`src/rtl/mic_pkg.sv`:
```
package mic_pkg;

    localparam int NMON = 12;
    localparam int DW   = 32;
    localparam int AW   = 3;

    typedef enum logic [AW-1:0] {
        A_EN    = 3'd0,
        A_MASK  = 3'd1,
        A_TYPE  = 3'd2,
        A_POL   = 3'd3,
        A_MSTAT = 3'd4,
        A_RSTAT = 3'd5,
        A_CLR   = 3'd6,
        A_PORT  = 3'd7
    } reg_sel_e;

    typedef struct packed {
        logic [NMON-1:0] en;
        logic [NMON-1:0] mask;
        logic [NMON-1:0] edge_sel;
        logic [NMON-1:0] act_hi;
    } cfg_t;

    function automatic logic is_active(input logic line, input logic hi);
        return hi ? line : ~line;
    endfunction

    function automatic logic [DW-1:0] widen(input logic [NMON-1:0] v);
        return {{(DW-NMON){1'b0}}, v};
    endfunction

endpackage

```
`src/rtl/mic_sync.sv`:
```
module mic_sync #(
    parameter int W = 12
) (
    input  logic         clk,
    input  logic         rst,
    input  logic [W-1:0] d,
    output logic [W-1:0] q
);
    logic [W-1:0] stg1_q;
    logic [W-1:0] stg2_q;
    logic [1:0]   warm_q;

    always_ff @(posedge clk) begin
        if (rst) begin
            stg1_q <= '0;
            stg2_q <= '0;
            warm_q <= '0;
        end else begin
            stg1_q <= d;
            stg2_q <= stg1_q;
            if (warm_q != 2'd3) warm_q <= warm_q + 2'd1;
        end
    end

    assign q = stg2_q;


    sync_lat_chk: assert property (@(posedge clk) disable iff (rst)
        (warm_q == 2'd3) |-> (q == $past(d, 2)));

endmodule

```
`src/rtl/mic_bit.sv`:
```
module mic_bit
    import mic_pkg::*;
(
    input  logic clk,
    input  logic rst,
    input  logic smp,
    input  logic en,
    input  logic edge_sel,
    input  logic act_hi,
    input  logic clr,
    output logic raw
);
    logic act;
    logic prev_q;
    logic hit;
    logic pend_q;
    logic pend_d;

    assign act = is_active(smp, act_hi);
    assign hit = act & ~prev_q;

    // set has priority over clear
    assign pend_d = en & edge_sel & (hit | (pend_q & ~clr));

    always_ff @(posedge clk) begin
        if (rst) begin
            prev_q <= 1'b0;
            pend_q <= 1'b0;
        end else begin
            prev_q <= act;
            pend_q <= pend_d;
        end
    end

    assign raw = edge_sel ? (pend_q & en) : (en & act);


    pend_hold_chk: assert property (@(posedge clk) disable iff (rst)
        (pend_q && !clr) |=> (pend_q || !en || !edge_sel));


    pend_rise_chk: assert property (@(posedge clk) disable iff (rst)
        $rose(pend_q) |-> $past(hit));


    pend_clr_chk: assert property (@(posedge clk) disable iff (rst)
        (clr && pend_q && !hit) |=> !pend_q);

endmodule

```
`src/rtl/mic_regs.sv`:
```
module mic_regs
    import mic_pkg::*;
#(
    parameter int N = NMON
) (
    input  logic          clk,
    input  logic          rst,
    input  logic          we_i,
    input  logic [AW-1:0] waddr_i,
    input  logic [N-1:0]  wdata_i,
    output logic [N-1:0]  en_o,
    output logic [N-1:0]  mask_o,
    output logic [N-1:0]  edge_o,
    output logic [N-1:0]  pol_o,
    output logic [N-1:0]  clr_o
);
    logic [N-1:0] en_q, mask_q, edge_q, pol_q;
    reg_sel_e     wsel;

    assign wsel = reg_sel_e'(waddr_i);

    always_ff @(posedge clk) begin
        if (rst) begin
            en_q   <= '0;
            mask_q <= '0;
            edge_q <= '0;
            pol_q  <= '0;
        end else if (we_i) begin
            case (wsel)
                A_EN:    en_q   <= wdata_i;
                A_MASK:  mask_q <= wdata_i;
                A_TYPE:  edge_q <= wdata_i;
                A_POL:   pol_q  <= wdata_i;
                default: ;
            endcase
        end
    end

    assign clr_o  = (we_i && wsel == A_CLR) ? wdata_i : '0;
    assign en_o   = en_q;
    assign mask_o = mask_q;
    assign edge_o = edge_q;
    assign pol_o  = pol_q;


    cfg_wr_chk: assert property (@(posedge clk) disable iff (rst)
        (we_i && wsel == A_POL) |=> (pol_o == $past(wdata_i)));

endmodule

```
`src/rtl/mon_irq_ctrl.sv`:
```
module mon_irq_ctrl
    import mic_pkg::*;
(
    input  logic            clk,
    input  logic            rst,
    input  logic [NMON-1:0] mon_i,
    input  logic            we_i,
    input  logic [AW-1:0]   waddr_i,
    input  logic [NMON-1:0] wdata_i,
    input  logic            re_i,
    input  logic [AW-1:0]   raddr_i,
    output logic [DW-1:0]   rdata_o,
    output logic            rvalid_o,
    output logic            irq_o
);
    cfg_t            cfg;
    logic [NMON-1:0] clr;
    logic [NMON-1:0] smp;
    logic [NMON-1:0] raw;
    logic [NMON-1:0] masked;
    logic [DW-1:0]   rmux;
    logic [DW-1:0]   rdata_q;
    logic            rvalid_q;

    mic_sync #(.W(NMON)) u_sync (
        .clk (clk),
        .rst (rst),
        .d   (mon_i),
        .q   (smp)
    );

    mic_regs #(.N(NMON)) u_regs (
        .clk     (clk),
        .rst     (rst),
        .we_i    (we_i),
        .waddr_i (waddr_i),
        .wdata_i (wdata_i),
        .en_o    (cfg.en),
        .mask_o  (cfg.mask),
        .edge_o  (cfg.edge_sel),
        .pol_o   (cfg.act_hi),
        .clr_o   (clr)
    );

    for (genvar i = 0; i < NMON; i++) begin : g_src
        mic_bit u_bit (
            .clk      (clk),
            .rst      (rst),
            .smp      (smp[i]),
            .en       (cfg.en[i]),
            .edge_sel (cfg.edge_sel[i]),
            .act_hi   (cfg.act_hi[i]),
            .clr      (clr[i]),
            .raw      (raw[i])
        );
    end

    assign masked = raw & ~cfg.mask;
    assign irq_o  = |masked;

    always_comb begin
        case (reg_sel_e'(raddr_i))
            A_EN:    rmux = widen(cfg.en);
            A_MASK:  rmux = widen(cfg.mask);
            A_TYPE:  rmux = widen(cfg.edge_sel);
            A_POL:   rmux = widen(cfg.act_hi);
            A_MSTAT: rmux = widen(masked);
            A_RSTAT: rmux = widen(raw);
            A_PORT:  rmux = widen(smp);
            default: rmux = '0;
        endcase
    end

    always_ff @(posedge clk) begin
        if (rst) begin
            rdata_q  <= '0;
            rvalid_q <= 1'b0;
        end else begin
            rdata_q  <= re_i ? rmux : '0;
            rvalid_q <= re_i;
        end
    end

    assign rdata_o  = rdata_q;
    assign rvalid_o = rvalid_q;


    mask_all_chk: assert property (@(posedge clk) disable iff (rst)
        (we_i && reg_sel_e'(waddr_i) == A_MASK && (&wdata_i)) |=> !irq_o);


    dis_all_chk: assert property (@(posedge clk) disable iff (rst)
        (we_i && reg_sel_e'(waddr_i) == A_EN && wdata_i == '0) |=> (raw == '0));


    rvalid_chk: assert property (@(posedge clk) disable iff (rst)
        !re_i |=> !rvalid_o);

endmodule

```
`config.mk`:
```
export PLATFORM = sky130hd
export DESIGN_NAME = mon_irq_ctrl
export DESIGN_NICKNAME = d
export VERILOG_FILES = /design/src/rtl/mic_pkg.sv /design/src/rtl/mic_sync.sv /design/src/rtl/mic_bit.sv /design/src/rtl/mic_regs.sv /design/src/rtl/mon_irq_ctrl.sv
export SDC_FILE = /design/constraint.sdc
export NUM_CORES = 1
export LEC_CHECK = 0
export ABC_CLOCK_PERIOD_IN_PS = 1540
export BUFFER_PORTS_ARGS = -buffer_cell sky130_fd_sc_hd__buf_2
export CAP_MARGIN = 25
export CORE_MARGIN = 2
export CORE_UTILIZATION = 57
export DETAILED_ROUTE_END_ITERATION = 16
export PLACE_DENSITY = 0.8
export SKIP_LAST_GASP = 1
export SLEW_MARGIN = 30
export SYNTH_ARGS = -nofsm -noshare
export SYNTH_HDL_FRONTEND = slang
export SYNTH_SLANG_ARGS = --single-unit
```
`constraint.sdc`:
```
create_clock -name clk -period 1.54 [get_ports clk]
set_input_delay 0.077 -clock clk [delete_from_list [all_inputs] [get_ports clk]]
set_output_delay 0.077 -clock clk [all_outputs]
set_load 0.01 [all_outputs]
```
* Word level (Yosys, flattened, before mapping)
Cells that the tools add are included.
W data, S select, Z words.
** Word-level totals
- Flip-flop bits (word level) :: 129
- Word-level logic and storage cells :: 200
- Bits of input ports :: 34
** Cells by class
- Equality and inequality tests :: 10
- Reductions and logical operators :: 9
- Multiplexer cells :: 26
- Bitwise operators :: 123
** Operators by type and width (count)
- $pmux W12 S7 :: 1
- $and A1 B1 Y1 :: 72
- $not A1 Y1 :: 37
- $mux W1 :: 24
- $and A12 B12 Y12 :: 1
- $eq A3 B2 Y1 const B :: 4
- $eq A3 B3 Y1 const B :: 4
- $mux W12 :: 1
- $not A12 Y12 :: 1
- $or A1 B1 Y1 :: 12
- $reduce_or A12 Y1 :: 1
- $reduce_and A2 Y1 :: 4
- $eq A3 B1 Y1 const B :: 2
- $logic_not A3 Y1 :: 2
- $reduce_or A2 Y1 :: 1
- $logic_and A1 B1 Y1 :: 1

* Logic depth before layout (Yosys ltp)
- Depth in word-level cells :: 7
- Depth in mapped cells :: 6

* Cells and area by module
From an unflattened synthesis, not the netlist that was laid out.
** Second synthesis, totals
- Cell total of the unflattened synthesis :: 532
- Area total of the unflattened synthesis :: 5434.0 um^2
** Modules (own cells, without submodules)
- mic_regs :: cells an instance 185, times used 1, sequential area each 960.9 um^2, area an instance 2001.9 um^2
- mon_irq_ctrl :: cells an instance 177, times used 1, sequential area each 260.2 um^2, area an instance 1597.8 um^2
- mic_bit :: cells an instance 10, times used 12, sequential area each 40.0 um^2, area an instance 95.1 um^2
- mic_sync :: cells an instance 50, times used 1, sequential area each 480.5 um^2, area an instance 693.2 um^2

* Worst setup path after synthesis
Ideal clock, no wire load.
- Kind :: register to output
- Start point :: reg u_regs.pol_q[8], in the netlist u_regs.pol_o[8]
- End point :: out irq_o
- Path slack :: 165 ps
- Stages on the path, launching flop included :: 6
- Arrival time :: 1298 ps
- Path buffers :: 0
- Cell sequence :: dfxtp_1 xor2_1 nor4b_1 nor4_1 nand4_1 a211o_1
** Between the ends
- Word-level cells in the longest chain between the ends :: 5
** Ends and longest elaborated chain
- start, declared :: line mic_regs.sv:17 : logic [N-1:0] en_q, mask_q, edge_q, pol_q;
- start signal, assigned :: line mic_regs.sv:33 : A_POL: pol_q <= wdata_i;
- $mux W1 :: line mic_pkg.sv:26 : return hi ? line : ~line;
- $and A1 B1 Y1 :: line mic_bit.sv:35 : assign raw = edge_sel ? (pend_q & en) : (en & act);
- $mux W1 :: line mic_bit.sv:35
- $and A12 B12 Y12 :: line mon_irq_ctrl.sv:58 : assign masked = raw & ~cfg.mask;
- $reduce_or A12 Y1 :: line mon_irq_ctrl.sv:59 : assign irq_o = |masked;
- end, declared :: line mon_irq_ctrl.sv:14 : output logic irq_o
No other way between the ends.

* Worst setup path after layout
- Start point :: reg u_sync.stg2_q[4], in the netlist u_sync.q[4]
- End point :: out irq_o
** Between the ends
- Word-level cells in the longest chain between the ends :: 6
** Ends and longest elaborated chain
- start, declared :: line mic_sync.sv:10 : logic [W-1:0] stg2_q;
- start signal, assigned :: line mic_sync.sv:20 : stg2_q <= stg1_q;
- $not A1 Y1 :: line mic_pkg.sv:26
- $mux W1 * :: line mic_pkg.sv:26
- $and A1 B1 Y1 * :: line mic_bit.sv:35
- $mux W1 * :: line mic_bit.sv:35
- $and A12 B12 Y12 * :: line mon_irq_ctrl.sv:58
- $reduce_or A12 Y1 * :: line mon_irq_ctrl.sv:59
Mark *: on every way between the ends. The rest lies on a longest branch, timed or not.

==> metrics.txt <==
# TYPE chip_impl_metric gauge
chip_impl_metric{name="worst_setup_hold_path_clk_slew",unit="ns"} 0.10
chip_impl_metric{name="netlist.area_leader.share",unit="%"} 47.0
chip_impl_metric{name="worst_slew_margin_rel",unit="%"} 58.1
chip_impl_info{name="crit_path_cell_trace",value="xor2_2 -> nor3_1 -> nor4_1 -> nand4_1 -> a211o_1 -> buf_2"} 1
chip_impl_info{name="status",value="complete, but fails checks"} 1
chip_impl_metric{name="crit_arrival",unit="ns"} 1.90
chip_impl_metric{name="final.min_clock_period",unit="ns"} 1.97
chip_impl_metric{name="i_o_buffers",unit=""} 47
chip_impl_metric{name="remaining_drc_errors",unit=""} 0
chip_impl_info{name="dominant_cell_by_count_in_the_synthesized_netlist",value="sky130_fd_sc_hd__nand2_1"} 1
chip_impl_metric{name="max-vdd-ir-drop",unit="µV"} 604
chip_impl_info{name="ys_top_cells_by_area",value="sky130_fd_sc_hd__dfxtp_1 47%, sky130_fd_sc_hd__nand2_1 11%, sky130_fd_sc_hd__a21oi_1 7.9%"} 1
chip_impl_metric{name="hpwl",unit="µm"} 7990
chip_impl_metric{name="post_synth_num_cell_types",unit=""} 38
chip_impl_metric{name="finish.utilization",unit="%"} 72.3
chip_impl_info{name="dominant_register_cell_in_the_synthesized_netlist",value="sky130_fd_sc_hd__dfxtp_1"} 1
chip_impl_info{name="min_path_type",value="input port to flop"} 1
chip_impl_info{name="crit_path_end_kind",value="primary output"} 1
chip_impl_info{name="start_kind",value="flop"} 1
chip_impl_metric{name="die_y",unit="µm"} 94.2
chip_impl_metric{name="start_util",unit="%"} 59.4
chip_impl_metric{name="ctsLongestPathBuffers",unit=""} 2
chip_impl_metric{name="maxCapViolCount",unit=""} 0
chip_impl_metric{name="finalMaxSlewViolations",unit=""} 0
chip_impl_info{name="holdCritStartpoint",value="rst"} 1
chip_impl_metric{name="fin_setup_tns",unit="ns"} -0.434
chip_impl_metric{name="globalRouteOverflowTotal",unit=""} 0
chip_impl_info{name="cts_root_buffer",value="sky130_fd_sc_hd__clkbuf_8"} 1
chip_impl_metric{name="min_period_over_period",unit="%"} 128
chip_impl_metric{name="path_max_fanout",unit=""} 2
chip_impl_metric{name="tightestPinTransition",unit="ns"} 0.628
chip_impl_metric{name="detail_route.wirelength",unit="µm"} 12300
chip_impl_metric{name="std_cell_rows",unit=""} 32
chip_impl_metric{name="setup-violations-final",unit=""} 1
chip_impl_metric{name="timing.final.ws_setup",unit="ns"} -0.434
chip_impl_info{name="yosysTopAreaCell",value="sky130_fd_sc_hd__dfxtp_1"} 1
chip_impl_metric{name="io_pins",unit=""} 68
chip_impl_info{name="worstReg2RegStart",value="u_sync.q[11]"} 1
chip_impl_metric{name="tritoncts.num_buffers",unit=""} 9
chip_impl_metric{name="total_leakage_power",unit="nW"} 2.17
chip_impl_info{name="tritoncts",value="built"} 1
chip_impl_metric{name="r2r_cell_count",unit=""} 5
chip_impl_metric{name="wire_length_of_the_first_global_routing_pass",unit="µm"} 19800
chip_impl_metric{name="yosys_register_bits",unit=""} 109
chip_impl_metric{name="first_global_vias",unit=""} 4056
chip_impl_metric{name="drt-pass1-iter-count",unit=""} 7
chip_impl_metric{name="vias_per_cell",unit=""} 5.64
chip_impl_metric{name="synthesis.yosys.warnings",unit=""} 0
chip_impl_metric{name="dr_total_vias",unit=""} 4262
chip_impl_info{name="crit-reg2reg-capture",value="rdata_o[11]"} 1
chip_impl_metric{name="finalClockSkew",unit="ns"} 0.0102
chip_impl_metric{name="total_routing_resource_utilization_after_global_routing",unit="%"} 29.2
chip_impl_info{name="cp_slowest_cell",value="sky130_fd_sc_hd__dfxtp_2"} 1
chip_impl_metric{name="syn_area_per_cell",unit="µm²"} 8.37
chip_impl_info{name="kind_of_critical_path",value="flop to primary output"} 1
chip_impl_metric{name="worst_ep_required_time",unit="ns"} 1.46
chip_impl_metric{name="hold_viol",unit=""} 0
chip_impl_metric{name="initialDrtViolationCount",unit=""} 386
chip_impl_metric{name="numPlacedInstances",unit=""} 717
chip_impl_metric{name="fin_total_pwr",unit="mW"} 5.16
chip_impl_info{name="rsz0062_at_grt",value="yes"} 1
chip_impl_info{name="violations_in_the_final_reports",value="setup timing"} 1
chip_impl_metric{name="slowest_delay",unit="ns"} 0.36
chip_impl_metric{name="power-per-cell-area",unit="nW/µm²"} 915
chip_impl_metric{name="die-area",unit="µm²"} 8870
chip_impl_metric{name="clk-insertion-delay-late",unit="ns"} 0.37
chip_impl_metric{name="multiInputGateArea",unit="µm²"} 2250
chip_impl_metric{name="area_of_the_mapped_netlist",unit="µm²"} 4640
chip_impl_metric{name="antenna_found_initial",unit=""} 0
chip_impl_metric{name="antenna_left",unit=""} 0
chip_impl_metric{name="antennaDiodeCount",unit=""} 0
chip_impl_metric{name="synthesized_instance_count",unit=""} 554
chip_impl_metric{name="clock-sinks",unit=""} 109
chip_impl_metric{name="final_nets",unit=""} 685
chip_impl_metric{name="final_estimated_routing_congestion_in_global_placement",unit=""} 0.889
chip_impl_metric{name="synth_async_sr_flop_share",unit="%"} 0
chip_impl_metric{name="grt_start_max_net_pins",unit=""} 97
chip_impl_metric{name="core_area",unit="µm²"} 7810
chip_impl_metric{name="fmax",unit="GHz"} 0.507
chip_impl_info{name="yosys-top-cells-count",value="136 x sky130_fd_sc_hd__nand2_1, 109 x sky130_fd_sc_hd__dfxtp_1, 73 x sky130_fd_sc_hd__a21oi_1, 28 x sky130_fd_sc_hd__nor2_1, 28 x sky130_fd_sc_hd__nor2b_1"} 1
chip_impl_metric{name="count_of_flip_flops_with_a_built_in_enable_after_synthesis",unit=""} 0
chip_impl_metric{name="finalHoldWorstSlack",unit="ns"} 0.0569
chip_impl_metric{name="die_width",unit="µm"} 94.2
chip_impl_metric{name="r2r_slack",unit="ns"} 0.07
chip_impl_metric{name="fillers",unit=""} 612
chip_impl_metric{name="yosysSeqAreaShare",unit="%"} 47.0
chip_impl_info{name="holdPathEnd",value="rvalid_o"} 1
chip_impl_metric{name="h-tree-depth",unit=""} 3
chip_impl_metric{name="sequential_cell_area",unit="µm²"} 2190
chip_impl_metric{name="flow.area_growth_from_synthesis",unit="%"} 21.6
chip_impl_metric{name="detail_route.wl_per_cell",unit="µm"} 16.3
chip_impl_metric{name="final_non_filler_cells",unit=""} 756
chip_impl_metric{name="timing.hold.worst_path_depth",unit=""} 3
chip_impl_metric{name="layout-drive-gt1-share",unit="%"} 20.3
state kept, by name, indices dropped and copies added (netlist names), 12 cells and up:
signal,cells
g_src.u_bit.prev_q,12
u_regs.mask_o,12
g_src.u_bit.pend_q,12
u_regs.en_o,12
u_regs.edge_o,12
u_regs.pol_o,12
rdata_o,12
u_sync.q,12
u_sync.stg1_q,12
worst max-delay path, delay by kind of cell (launching register included):
| kind | cells | cell delay, ns |
|---|---|---|
| xor gates and xnor gates | 1 | 0.21 |
| DFF | 1 | 0.36 |
| buffers and inverters | 1 | 0.15 |
| and+or+nand+nor | 3 | 0.54 |
| AOI/OAI and AO/OA | 1 | 0.27 |
cells by family (layout without fill, tap and decap cells):
kind of cell           Yosys count  in the layout  synth area share [%]
buffers and inverters           60            141                  6.85
AO/OA/AOI/OAI                  115            115                  14.1
AND/OR/NAND/NOR                244            244                  24.0
flip-flops                     109            109                  47.0
XOR/XNOR                        12             12                  2.59
other                            1             20                0.0809
multiplexers                    13             13                  5.37
how the worst max path moves through the flow:
stage | start | end | depth (start not counted) | slack, ns
final | u_sync.q[4] | irq_o | 6 | -0.43
after global routing | u_sync.q[4] | irq_o | 6 | -0.55
after CTS | u_regs.pol_o[3] | irq_o | 6 | -0.37
after detailed placement | u_sync.q[6] | irq_o | 6 | -0.06
after global placement | u_sync.q[3] | irq_o | 6 | -0.05
after floorplan | u_regs.pol_o[8] | irq_o | 5 | 0.17
timing repair:
item                       4_1_cts  5_1_grt
setup endpoints to repair        1        1
hold endpoints to repair        53        0
pin swaps                       12        3
gates resized for setup         14        2
hold buffers                    24        0
setup buffers                    1        0
cell type report:
| cell class | instances | area share [%] |
|---|---|---|
| Clock buffer | 10 | 2.26 |
| Multi-Input combinational cell | 404 | 39.9 |
| Inverter | 12 | 0.798 |
| Timing Repair Buffer | 115 | 14.9 |
| Tap cell | 102 | 2.26 |
| Clock inverter | 4 | 0.909 |
| Sequential cell | 109 | 38.9 |
metal layers:
metal | track usage, % | vias up | share of wire, %
li1 | - | 2021 | -
met1 | 36.9 | 1981 | 40
met2 | 49.0 | 220 | 49
met3 | 6.34 | 40 | 8.1
met4 | 10.6 | 0 | 2.9
met5 | 0 | - | 0
stage by stage:
stage | setup WS, ns | area [µm²]
2_1_floorplan | 0.165 | 4710
3_3_place_gp | -0.0494 | 5160
3_5_place_dp | -0.0565 | 5160
4_1_cts | -0.368 | 5630
5_1_grt | -0.550 | 5640
6_report | -0.434 | 5640
layout by cell type (no fill, tap or decap), types with 17 or more instances in the layout:
master | Yosys | layout
sky130_fd_sc_hd__dfxtp_1 | 109 | 99
sky130_fd_sc_hd__nor3_1 | 18 | 17
sky130_fd_sc_hd__dlygate4sd3_1 | 0 | 24
sky130_fd_sc_hd__nor2b_1 | 28 | 28
sky130_fd_sc_hd__conb_1 | 1 | 20
sky130_fd_sc_hd__nand2_1 | 136 | 136
sky130_fd_sc_hd__buf_2 | 8 | 47
sky130_fd_sc_hd__a21oi_1 | 73 | 73
sky130_fd_sc_hd__buf_4 | 22 | 41
sky130_fd_sc_hd__nor2_1 | 28 | 28
power breakdown:
part | switching (mW) | total, mW | internal, mW | leakage [nW]
registers | 0.0503 | 2.95 | 2.90 | 0.894
clock network | 0.901 | 1.64 | 0.736 | 0.0882
logic | 0.320 | 0.572 | 0.252 | 1.19
total | 1.27 | 5.16 | 3.89 | 2.17
Note: power is estimated with default switching activity, not from simulation.
